[config.mk]
export PLATFORM = sky130hd
export DESIGN_NAME = dly_line_split
export DESIGN_NICKNAME = d
export VERILOG_FILES = /design/src/rtl/dly_line_pkg.sv /design/src/rtl/dly_ctrl.sv /design/src/rtl/dly_chain.sv /design/src/rtl/dly_lane.sv /design/src/rtl/dly_line_split.sv
export SDC_FILE = /design/constraint.sdc
export NUM_CORES = 1
export LEC_CHECK = 0
export ABC_CLOCK_PERIOD_IN_PS = 3700
export BUFFER_PORTS_ARGS = -buffer_cell sky130_fd_sc_hd__buf_4
export CORE_AREA = 4 4 151 95
export CTS_CLUSTER_SIZE = 10
export DETAILED_ROUTE_END_ITERATION = 7
export DIE_AREA = 0 0 155 99
export SYNTH_ARGS = -nofsm -noshare
export SYNTH_HDL_FRONTEND = slang
export SYNTH_HIERARCHICAL = 1
export SYNTH_SLANG_ARGS = --single-unit
[constraint.sdc]
create_clock -name clk -period 3.7 [get_ports clk]
set_input_delay 0.37 -clock clk [delete_from_list [all_inputs] [get_ports clk]]
set_output_delay 0.37 -clock clk [all_outputs]
set_load 0.02 [all_outputs]
[src/rtl/dly_line_pkg.sv]
package dly_line_pkg;

    // Role of one lane's tap selector
    typedef enum logic {
        LANE_TRACK  = 1'b0,   // follows the registered length code
        LANE_PINNED = 1'b1    // jumps to the deepest tap while split mode is set
    } lane_role_e;

    // Code-to-length offset (length = code + offset)
    function automatic int len_offset(input bit split);
        return split ? 3 : 1;
    endfunction

    // Number of taps: tap k delivers a total delay of k+1 once the output register is counted
    function automatic int tap_count(input int code_w, input bit split);
        return (1 << code_w) + len_offset(split) - 1;
    endfunction

endpackage

[src/rtl/dly_ctrl.sv]
module dly_ctrl #(
    parameter int CODE_W = 4
) (
    input  logic              clk,
    input  logic              rst,
    input  logic [CODE_W-1:0] code_i,
    input  logic              split_i,
    output logic [CODE_W-1:0] code_o,
    output logic              split_o,
    output logic              armed_o
);

    typedef struct packed {
        logic [CODE_W-1:0] code;
        logic              split;
        logic              armed;   // 1 once an edge without reset has passed
    } ctrl_t;

    ctrl_t ctrl_d, ctrl_q;

    always_comb begin
        ctrl_d       = ctrl_q;
        ctrl_d.code  = code_i;
        ctrl_d.split = split_i;
        ctrl_d.armed = 1'b1;
    end

    always_ff @(posedge clk) begin
        if (rst) ctrl_q <= '0;
        else     ctrl_q <= ctrl_d;
    end

    assign code_o  = ctrl_q.code;
    assign split_o = ctrl_q.split;
    assign armed_o = ctrl_q.armed;

endmodule

[src/rtl/dly_chain.sv]
module dly_chain #(
    parameter int DATA_W = 8,
    parameter int NSTG   = 17
) (
    input  logic                        clk,
    input  logic                        rst,
    input  logic [DATA_W-1:0]           din_i,
    output logic [NSTG:0][DATA_W-1:0]   taps_o
);

    typedef struct packed {
        logic [NSTG-1:0][DATA_W-1:0] stg;   // stg[0] is the input register
    } chain_t;

    chain_t chain_d, chain_q;

    always_comb begin
        chain_d        = chain_q;
        chain_d.stg[0] = din_i;
        for (int k = 1; k < NSTG; k++) begin
            chain_d.stg[k] = chain_q.stg[k-1];
        end
    end

    always_ff @(posedge clk) begin
        if (rst) chain_q <= '0;
        else     chain_q <= chain_d;
    end

    // Tap 0 is the raw input word; tap k+1 is stage k
    always_comb begin
        taps_o[0] = din_i;
        for (int k = 0; k < NSTG; k++) begin
            taps_o[k+1] = chain_q.stg[k];
        end
    end

endmodule

[src/rtl/dly_lane.sv]
module dly_lane #(
    parameter int                      LANE_W = 4,
    parameter int                      CODE_W = 4,
    parameter int                      NTAP   = 18,
    parameter int                      TAP_W  = 5,
    parameter int                      OFFSET = 3,
    parameter dly_line_pkg::lane_role_e ROLE  = dly_line_pkg::LANE_TRACK
) (
    input  logic                          clk,
    input  logic                          rst,
    input  logic [NTAP-1:0][LANE_W-1:0]   taps_i,
    input  logic [CODE_W-1:0]             code_i,
    input  logic                          split_i,
    output logic [TAP_W-1:0]              sel_o,
    output logic [LANE_W-1:0]             dout_o
);
    import dly_line_pkg::*;

    localparam logic [TAP_W-1:0] DEEPEST = TAP_W'(NTAP - 1);
    localparam logic [TAP_W-1:0] BIAS    = TAP_W'(OFFSET - 1);

    typedef struct packed {
        logic [LANE_W-1:0] dout;
    } lane_t;

    lane_t lane_d, lane_q;

    always_comb begin
        if (ROLE == LANE_PINNED && split_i) sel_o = DEEPEST;
        else                                sel_o = TAP_W'(code_i) + BIAS;
    end

    always_comb begin
        lane_d      = lane_q;
        lane_d.dout = taps_i[sel_o];
    end

    always_ff @(posedge clk) begin
        if (rst) lane_q <= '0;
        else     lane_q <= lane_d;
    end

    assign dout_o = lane_q.dout;

endmodule

[src/rtl/dly_line_split.sv]
module dly_line_split #(
    parameter int DATA_W = 8,
    parameter int CODE_W = 4,
    parameter bit SPLIT  = 1'b1
) (
    input  logic              clk,
    input  logic              rst,
    input  logic [DATA_W-1:0] din,
    input  logic [CODE_W-1:0] len_code,
    input  logic              split_mode,
    output logic [DATA_W-1:0] dout
);
    import dly_line_pkg::*;

    localparam int LANES  = SPLIT ? 2 : 1;
    localparam int LANE_W = DATA_W / LANES;
    localparam int OFFSET = len_offset(SPLIT);
    localparam int NTAP   = tap_count(CODE_W, SPLIT);
    localparam int NSTG   = NTAP - 1;
    localparam int TAP_W  = $clog2(NTAP);

    logic [CODE_W-1:0]            code_q;
    logic                         split_q;
    logic                         armed_q;
    logic [NTAP-1:0][DATA_W-1:0]  taps;
    logic [LANES-1:0][TAP_W-1:0]  lane_sel;

    dly_ctrl #(.CODE_W(CODE_W)) u_ctrl (
        .clk     (clk),
        .rst     (rst),
        .code_i  (len_code),
        .split_i (split_mode),
        .code_o  (code_q),
        .split_o (split_q),
        .armed_o (armed_q)
    );

    dly_chain #(.DATA_W(DATA_W), .NSTG(NSTG)) u_chain (
        .clk    (clk),
        .rst    (rst),
        .din_i  (din),
        .taps_o (taps)
    );

    for (genvar l = 0; l < LANES; l++) begin : g_lane
        localparam lane_role_e ROLE_L = (SPLIT && l == LANES - 1) ? LANE_PINNED : LANE_TRACK;
        logic [NTAP-1:0][LANE_W-1:0] lane_taps;

        always_comb begin
            for (int k = 0; k < NTAP; k++) begin
                lane_taps[k] = taps[k][l*LANE_W +: LANE_W];
            end
        end

        dly_lane #(
            .LANE_W (LANE_W),
            .CODE_W (CODE_W),
            .NTAP   (NTAP),
            .TAP_W  (TAP_W),
            .OFFSET (OFFSET),
            .ROLE   (ROLE_L)
        ) u_lane (
            .clk     (clk),
            .rst     (rst),
            .taps_i  (lane_taps),
            .code_i  (code_q),
            .split_i (split_q),
            .sel_o   (lane_sel[l]),
            .dout_o  (dout[l*LANE_W +: LANE_W])
        );
    end


    ctrl_latency_chk: assert property (@(posedge clk) disable iff (rst)
        armed_q && $stable(len_code) && $stable(split_mode)
        |=> $stable(lane_sel[0]) && $stable(lane_sel[LANES-1]));

    if (SPLIT) begin : g_split_chk

        lanes_agree_chk: assert property (@(posedge clk) disable iff (rst)
            !split_q |-> lane_sel[0] == lane_sel[LANES-1]);


        pinned_tap_chk: assert property (@(posedge clk) disable iff (rst)
            armed_q && split_q && $past(split_q) |-> $stable(lane_sel[LANES-1]));


        flush_after_reset_chk: assert property (@(posedge clk) disable iff (rst)
            !armed_q |=> dout == '0);
    end

endmodule

==> implementation parameters, run 1 <==
Parameter                              Value

STA
  Transition time of the tightest slew-check pin    0.798 ns
  Max-slew headroom at the worst pin    0.466
  Clk_skew    0.00884 ns
  Unrepaired setup endpoints after global routing    no
  Setup-failing EPs final    0
  Max-slew violation total from the final report    0
  Final critical path time including I/O delays and setup    2.21 ns
  Total Negative Setup Slacks    0 ns
  Hold Fails Final Rpt    0
  Maximum frequency from static timing analysis    453 MHz
  Final worst path period share    0.596
  Slack of the critical path    1.49 ns

Power
  PD cells    558 nW/um2
  Proportion of total power due to net switching    0.237
  Int Power    2.68 mW
  Sequential group share of total power    0.470
  Combinational Power Share    0.055
  P_leak    2.45 nW
  Switch Pwr    833 uW
  Maximum VDD drop    0.339 mV
  Part of the total power dissipated in the clock network    0.475

Global route
  First-pass GRT wire length    16900 um
  Number of antenna violations at the first check in global routing    0
  Global-route usage over all layers    0.143
  Number of global-route vias before repair    3063
  Maximum number of pins on one net before global-route repair    60
  Global route total overflow    0

Cells and area
  Share of final-layout standard cells stronger than drive strength 1    0.152
  Area growth syn-to-layout    11.6%
  Count of antenna diodes in the layout    0
  Net count, final    505
  Highest-count cells in the layout ignoring fill and taps    155 x nor2b_1, 148 x dfxtp_1, 31 x mux2i_1
  Most common cell after layout, fill and taps aside    nor2b_1

Setup path
  Endpoint arrival time on the critical path    2.50 ns
  Crit path capture type    flop
  Critical-path cell with the highest stage delay    ha_1
  Worst Path Required    4.00 ns
  Kind of cell adding the most delay to the critical path    adder cells
  Maximum fanout along the worst path    16
  Startpoint of the most critical register-to-register path    u_ctrl/code_o[1]
  Cells along the critical path    ha_1 > mux4_1 > nor2_1 > nor4_1 > a211o_1
  Crit path from    u_ctrl/code_o[1]
  CP Class    flop to flop
  Category of the worst setup path launch point    flop
  CP peak stage delay    0.59 ns
  Buffers plus inverters on the worst setup path    0

Clock network
  Hold buffer count at CTS    0
  Clk root buf    clkbuf_16
  Clock-pin transition on the worst setup and hold timing paths    0.06 ns
  Number of buffers created by CTS    17
  Max Buffers Root-to-Sink    2
  Setup repair bufs after CTS    0
  Number of resized instances in the post-cts repair step    0
  Clock sinks    149
  Clock latency at the later pin of the worst-skew pair    0.42 ns
  TritonCTS clock tree    yes
  Max H-tree Level    4

Route
  Average wire per cell in the routed design    15.3 um
  Detailed-route DRC error count    0
  Count of TritonRoute iterations in the first routing pass    4
  Total wirelength of the detailed-routed design    10300 um
  Remaining antenna violation count after routing    0
  Vias per Instance    4.85
  Routed via count    3253
  First DRT Iteration DRCs    150

Placement
  Place WS    1.48 ns
  Final HPWL DP    6820 um
  Routability cong.    0.834
  Quantity of I/O buffers inserted on ports    22

Floorplanning
  Placeable core region    12800 um2
  Width of the die    155 um
  Area of the die    15300 um2
  Std cell rows    32
  Vertical extent of the die    99 um
  Num ports    23
  Starting density of the core    0.441

Yosys
  Total standard cell area after synthesis    5640 um2
  Yosys Warn Count    6
  Syn nets    497
  Number of standard cells after synthesis    480
  Synthesized area per cell    11.7 um2

Min path
  Startpoint of the worst hold path    len_code[3]
  Min-delay worst type    input port to flop

Status
  Run status    complete, no violations

Flow run
  Max Cap Viol    0
## registers in the layout, indices dropped and copies added, names as in the netlist
signal                count
u_chain/taps_o          136
u_ctrl/split_o            1
u_ctrl/code_o             4
g_lane.u_lane/dout_o      8
## layout make-up
| class | instances | area, um2 |
|---|---|---|
| Inverter | 3 | 11.3 |
| Sequential cell | 149 | 2980 |
| Clock buffer | 19 | 443 |
| Tap cell | 170 | 213 |
| Fill cell | 1109 | 6480 |
| Timing Repair Buffer | 27 | 203 |
| Multi-Input combinational cell | 290 | 2300 |
| Clock inverter | 13 | 136 |
## power by group through the flow
| stage | Combinational (mW) | Sequential, mW | Clock [mW] |
|---|---|---|---|
| floorplan | 0.162 | 1.68 | 0 |
| detailed placement | 0.194 | 1.69 | 0 |
| global placement | 0.190 | 1.69 | 0 |
| CTS | 0.195 | 1.65 | 1.70 |
| global route | 0.210 | 1.65 | 1.78 |
| finish | 0.192 | 1.65 | 1.67 |
## worst paths after layout
check	endpoint	slack (ns)	cells past startpoint
hold / removal	u_ctrl/code_o[3]	0.17	2
hold reg to reg	u_chain/taps_o[88]	0.46	1
setup / recovery	g_lane[0].u_lane/dout_o[3]	1.49	5
setup reg to reg	g_lane[0].u_lane/dout_o[3]	1.49	5
## routing by layer
| metal | global-route usage | vias up | part of all wire |
|---|---|---|---|
| met4 | 0.0509 | 0 | 0.0039 |
| met3 | 0.0421 | 5 | 0.032 |
| met2 | 0.170 | 30 | 0.38 |
| li1 | - | 1646 | - |
| met5 | 0 | - | 0 |
| met1 | 0.233 | 1572 | 0.58 |
## through the flow
stage	instance area (um2)	utilization	cells	hold slack [ns]	total power, mW
after floorplan	5640	-	480	0.429	1.84
after global placement	5710	0.447	639	0.434	1.88
after detailed placement	5710	0.447	639	0.444	1.88
after CTS	6290	0.493	671	0.148	3.55
after global routing	6290	0.493	671	0.154	3.64
final	6290	0.493	671	0.167	3.51
(Power assumes the default switching activity.)
==> run 2, diff against run 1 <==
--- a/config.mk
+++ b/config.mk
@@ -5,7 +5,7 @@
 export SDC_FILE = /design/constraint.sdc
 export NUM_CORES = 1
 export LEC_CHECK = 0
-export ABC_CLOCK_PERIOD_IN_PS = 3700
+export ABC_CLOCK_PERIOD_IN_PS = 2200
 export BUFFER_PORTS_ARGS = -buffer_cell sky130_fd_sc_hd__buf_4
 export CORE_AREA = 4 4 151 95
 export CTS_CLUSTER_SIZE = 10
==> constraint.sdc (replaced) <==
create_clock -name clk -period 2.2 [get_ports clk]
set_input_delay 0.22 -clock clk [delete_from_list [all_inputs] [get_ports clk]]
set_output_delay 0.22 -clock clk [all_outputs]
set_load 0.02 [all_outputs]
==> run 2 against run 1 <==
Via count is 2.6% higher. Critical path depth unchanged. Final cell count grew 1.3%. Worst hold slack got worse by 0.14 ns. Core utilization up 1.9 points. Die area unchanged. Sequential power up 68%. Fmax grew 6.3%. Setup slack worse by 1.4 ns. Critical path type unchanged.
==> implementation parameters, run 2 (synthesized netlist as in run 1, its figures left out) <==
Parameter                              Value

Status
  Run status    complete, no violations

STA
  Hold Fails Final Rpt    0 (unchanged)
  Transition time of the tightest slew-check pin    0.706 ns (-0.0919 ns)
  Final critical path time including I/O delays and setup    2.07 ns (-0.131 ns)
  Maximum frequency from static timing analysis    482 MHz (+6.3%)
  Clk_skew    0.00990 ns (+0.00107 ns)
  Max-slew headroom at the worst pin    0.529 (+0.0636)
  Max-slew violation total from the final report    0 (unchanged)
  Setup-failing EPs final    0 (unchanged)
  Unrepaired setup endpoints after global routing    no
  Final worst path period share    0.943 (+0.347)
  Total Negative Setup Slacks    0 ns (unchanged)

Clock network
  TritonCTS clock tree    yes
  Hold buffer count at CTS    0 (unchanged)
  Setup repair bufs after CTS    0 (unchanged)
  Max Buffers Root-to-Sink    2 (unchanged)
  Number of resized instances in the post-cts repair step    0 (unchanged)
  Number of buffers created by CTS    17 (unchanged)
  Max H-tree Level    4 (unchanged)
  Clock sinks    149 (unchanged)
  Clk root buf    clkbuf_16
  Clock latency at the later pin of the worst-skew pair    0.40 ns (-0.02 ns)
  Clock-pin transition on the worst setup and hold timing paths    0.06 ns (about the same)

Setup path
  Flop-to-flop setup slack    0.13 ns (-1.37 ns)
  Endpoint arrival time on the critical path    2.39 ns (-0.11 ns)
  Category of the worst setup path launch point    flop
  Worst-case reg-to-reg path depth    5 (unchanged)
  Startpoint of the most critical register-to-register path    u_ctrl/code_o[0]
  Crit path capture type    flop
  Worst Path Required    2.51 ns (-1.49 ns)
  Maximum fanout along the worst path    20 (+4)
  Crit Reg-Reg Endpoint    g_lane[1].u_lane/dout_o[2]
  CP Class    flop to flop

Route
  Average wire per cell in the routed design    15.5 um (+1.1%)
  First DRT Iteration DRCs    186 (+24%)
  Detailed-route DRC error count    0 (unchanged)
  Remaining antenna violation count after routing    0 (unchanged)
  Total wirelength of the detailed-routed design    10600 um (+2.5%)
  Routed via count    3337 (+2.6%)
  Count of TritonRoute iterations in the first routing pass    5 (+1)
  Vias per Instance    4.91 (+1.2%)

Power
  Sequential group share of total power    0.419 (-0.051)
  Maximum VDD drop    0.562 mV (+66%)
  PD cells    1010 nW/um2 (+82%)
  Switch Pwr    1.35 mW (+62%)
  Combinational Power Share    0.053 (-0.002)
  P_leak    2.59 nW (+5.4%)
  Int Power    5.27 mW (+97%)
  Proportion of total power due to net switching    0.204 (-0.0336)
  Part of the total power dissipated in the clock network    0.528 (+0.053)

Cells and area
  Filler cell count in the final layout    1129 (+1.8%)
  Most common cell after layout, fill and taps aside    nor2b_1
  Share of final-layout standard cells stronger than drive strength 1    0.169 (+0.0169)
  Count of antenna diodes in the layout    0 (unchanged)
  Flip-flop count of the largest register after layout    136 (unchanged)
  Area growth syn-to-layout    15.8%
  Final cell utilization of the core    0.511 (+0.0186)
  Highest-count cells in the layout ignoring fill and taps    155 x nor2b_1, 148 x dfxtp_1, 34 x buf_4
  Combined area of the multi-input logic cells    2300 um2 (unchanged)
  Sequential cell area in the final layout    2980 um2 (unchanged)
  Net count, final    514 (+1.8%)

Placement
  Final HPWL DP    6920 um (+1.5%)
  Routability cong.    0.758 (-9.1%)
  Quantity of I/O buffers inserted on ports    22 (unchanged)

Global route
  Global route total overflow    0 (unchanged)
  Number of antenna violations at the first check in global routing    0 (unchanged)
  Maximum number of pins on one net before global-route repair    93 (+55%)
  Number of global-route vias before repair    3254 (+6.2%)
  First-pass GRT wire length    17200 um (+2.0%)
  Global-route usage over all layers    0.143 (+0.000453)

Floorplanning
  Vertical extent of the die    99 um (unchanged)
  Starting density of the core    0.441 (unchanged)
  Num ports    23 (unchanged)
  Width of the die    155 um (unchanged)
  Placeable core region    12800 um2 (unchanged)
  Area of the die    15300 um2 (unchanged)
  Std cell rows    32 (unchanged)

Min path
  Min-delay worst type    input port to flop
  Hold Path End    u_ctrl/code_o[3]
  Hold Path Stages    2 (unchanged)
  Startpoint of the worst hold path    len_code[3]

Flow run
  Max Cap Viol    0 (unchanged)
-- run 2: cell count changes in the layout (fill, tap and decap cells not counted) --
cell | previous run | this run
buf_12 | 0 | 2
buf_4 | 27 | 34
bufinv_16 | 1 | 8
clkbuf_1 | 1 | 0
clkbuf_8 | 1 | 0
clkinv_2 | 0 | 2
clkinvlp_4 | 3 | 0
inv_6 | 5 | 1
-- run 2: critical path: stages (launching register included) --
cell and delay, ns:
dfxtp_2 0.73, buf_4 0.30, mux2i_1 0.13, a221oi_1 0.34
o211ai_1 0.20, a311oi_1 0.27
-- run 2: metal layers --
metal	part of all wire	global-route usage	vias to the layer above
li1	-	-	1675
met1	0.53	0.216	1602
met2	0.42	0.195	50
met3	0.034	0.0421	10
met4	0.011	0.0448	0
met5	0	0	-
-- run 2: power groups by stage --
| stage | sequential [mW] | clock (mW) | combinational, mW |
|---|---|---|---|
| after floorplan | 2.83 | 0 | 0.273 |
| after global placement | 2.83 | 0 | 0.348 |
| after detailed placement | 2.83 | 0 | 0.351 |
| after CTS | 2.77 | 3.56 | 0.355 |
| after global routing | 2.78 | 3.69 | 0.384 |
| final | 2.77 | 3.50 | 0.353 |
-- run 2: final cells by class --
type,count,area share
inverters,3,0.00172
well taps,170,0.0326
multi-input cells,290,0.353
flip-flops and latches,149,0.457
repair buffers,36,0.0452
clock inverters,15,0.0458
clock buffers,17,0.0651
-- run 2: worst max path at each step --
stage                startpoint                    endpoint  slack [ns]  cells after the start
2_1_floorplan  u_ctrl/code_o[1]  g_lane[0].u_lane/dout_o[0]        0.34                      6
3_3_place_gp   u_ctrl/code_o[0]  g_lane[1].u_lane/dout_o[0]        0.17                      5
3_5_place_dp   u_ctrl/code_o[0]  g_lane[1].u_lane/dout_o[0]        0.15                      5
4_1_cts        u_ctrl/code_o[0]  g_lane[1].u_lane/dout_o[2]         0.1                      5
5_1_grt        u_ctrl/code_o[0]  g_lane[1].u_lane/dout_o[0]       0.002                      5
6_report       u_ctrl/code_o[0]  g_lane[1].u_lane/dout_o[2]        0.13                      5
-- run 2: through the flow --
step	cells	setup slack [ns]	power, mW	hold slack, ns	instance area, um2
floorplan	480	0.341	3.10	0.292	5640
global placement	648	0.166	3.18	0.431	5810
detailed placement	648	0.152	3.18	0.443	5810
CTS	680	0.0964	6.69	0.0180	6530
global route	680	0.00196	6.85	0.0222	6530
finish	680	0.126	6.62	0.0257	6530
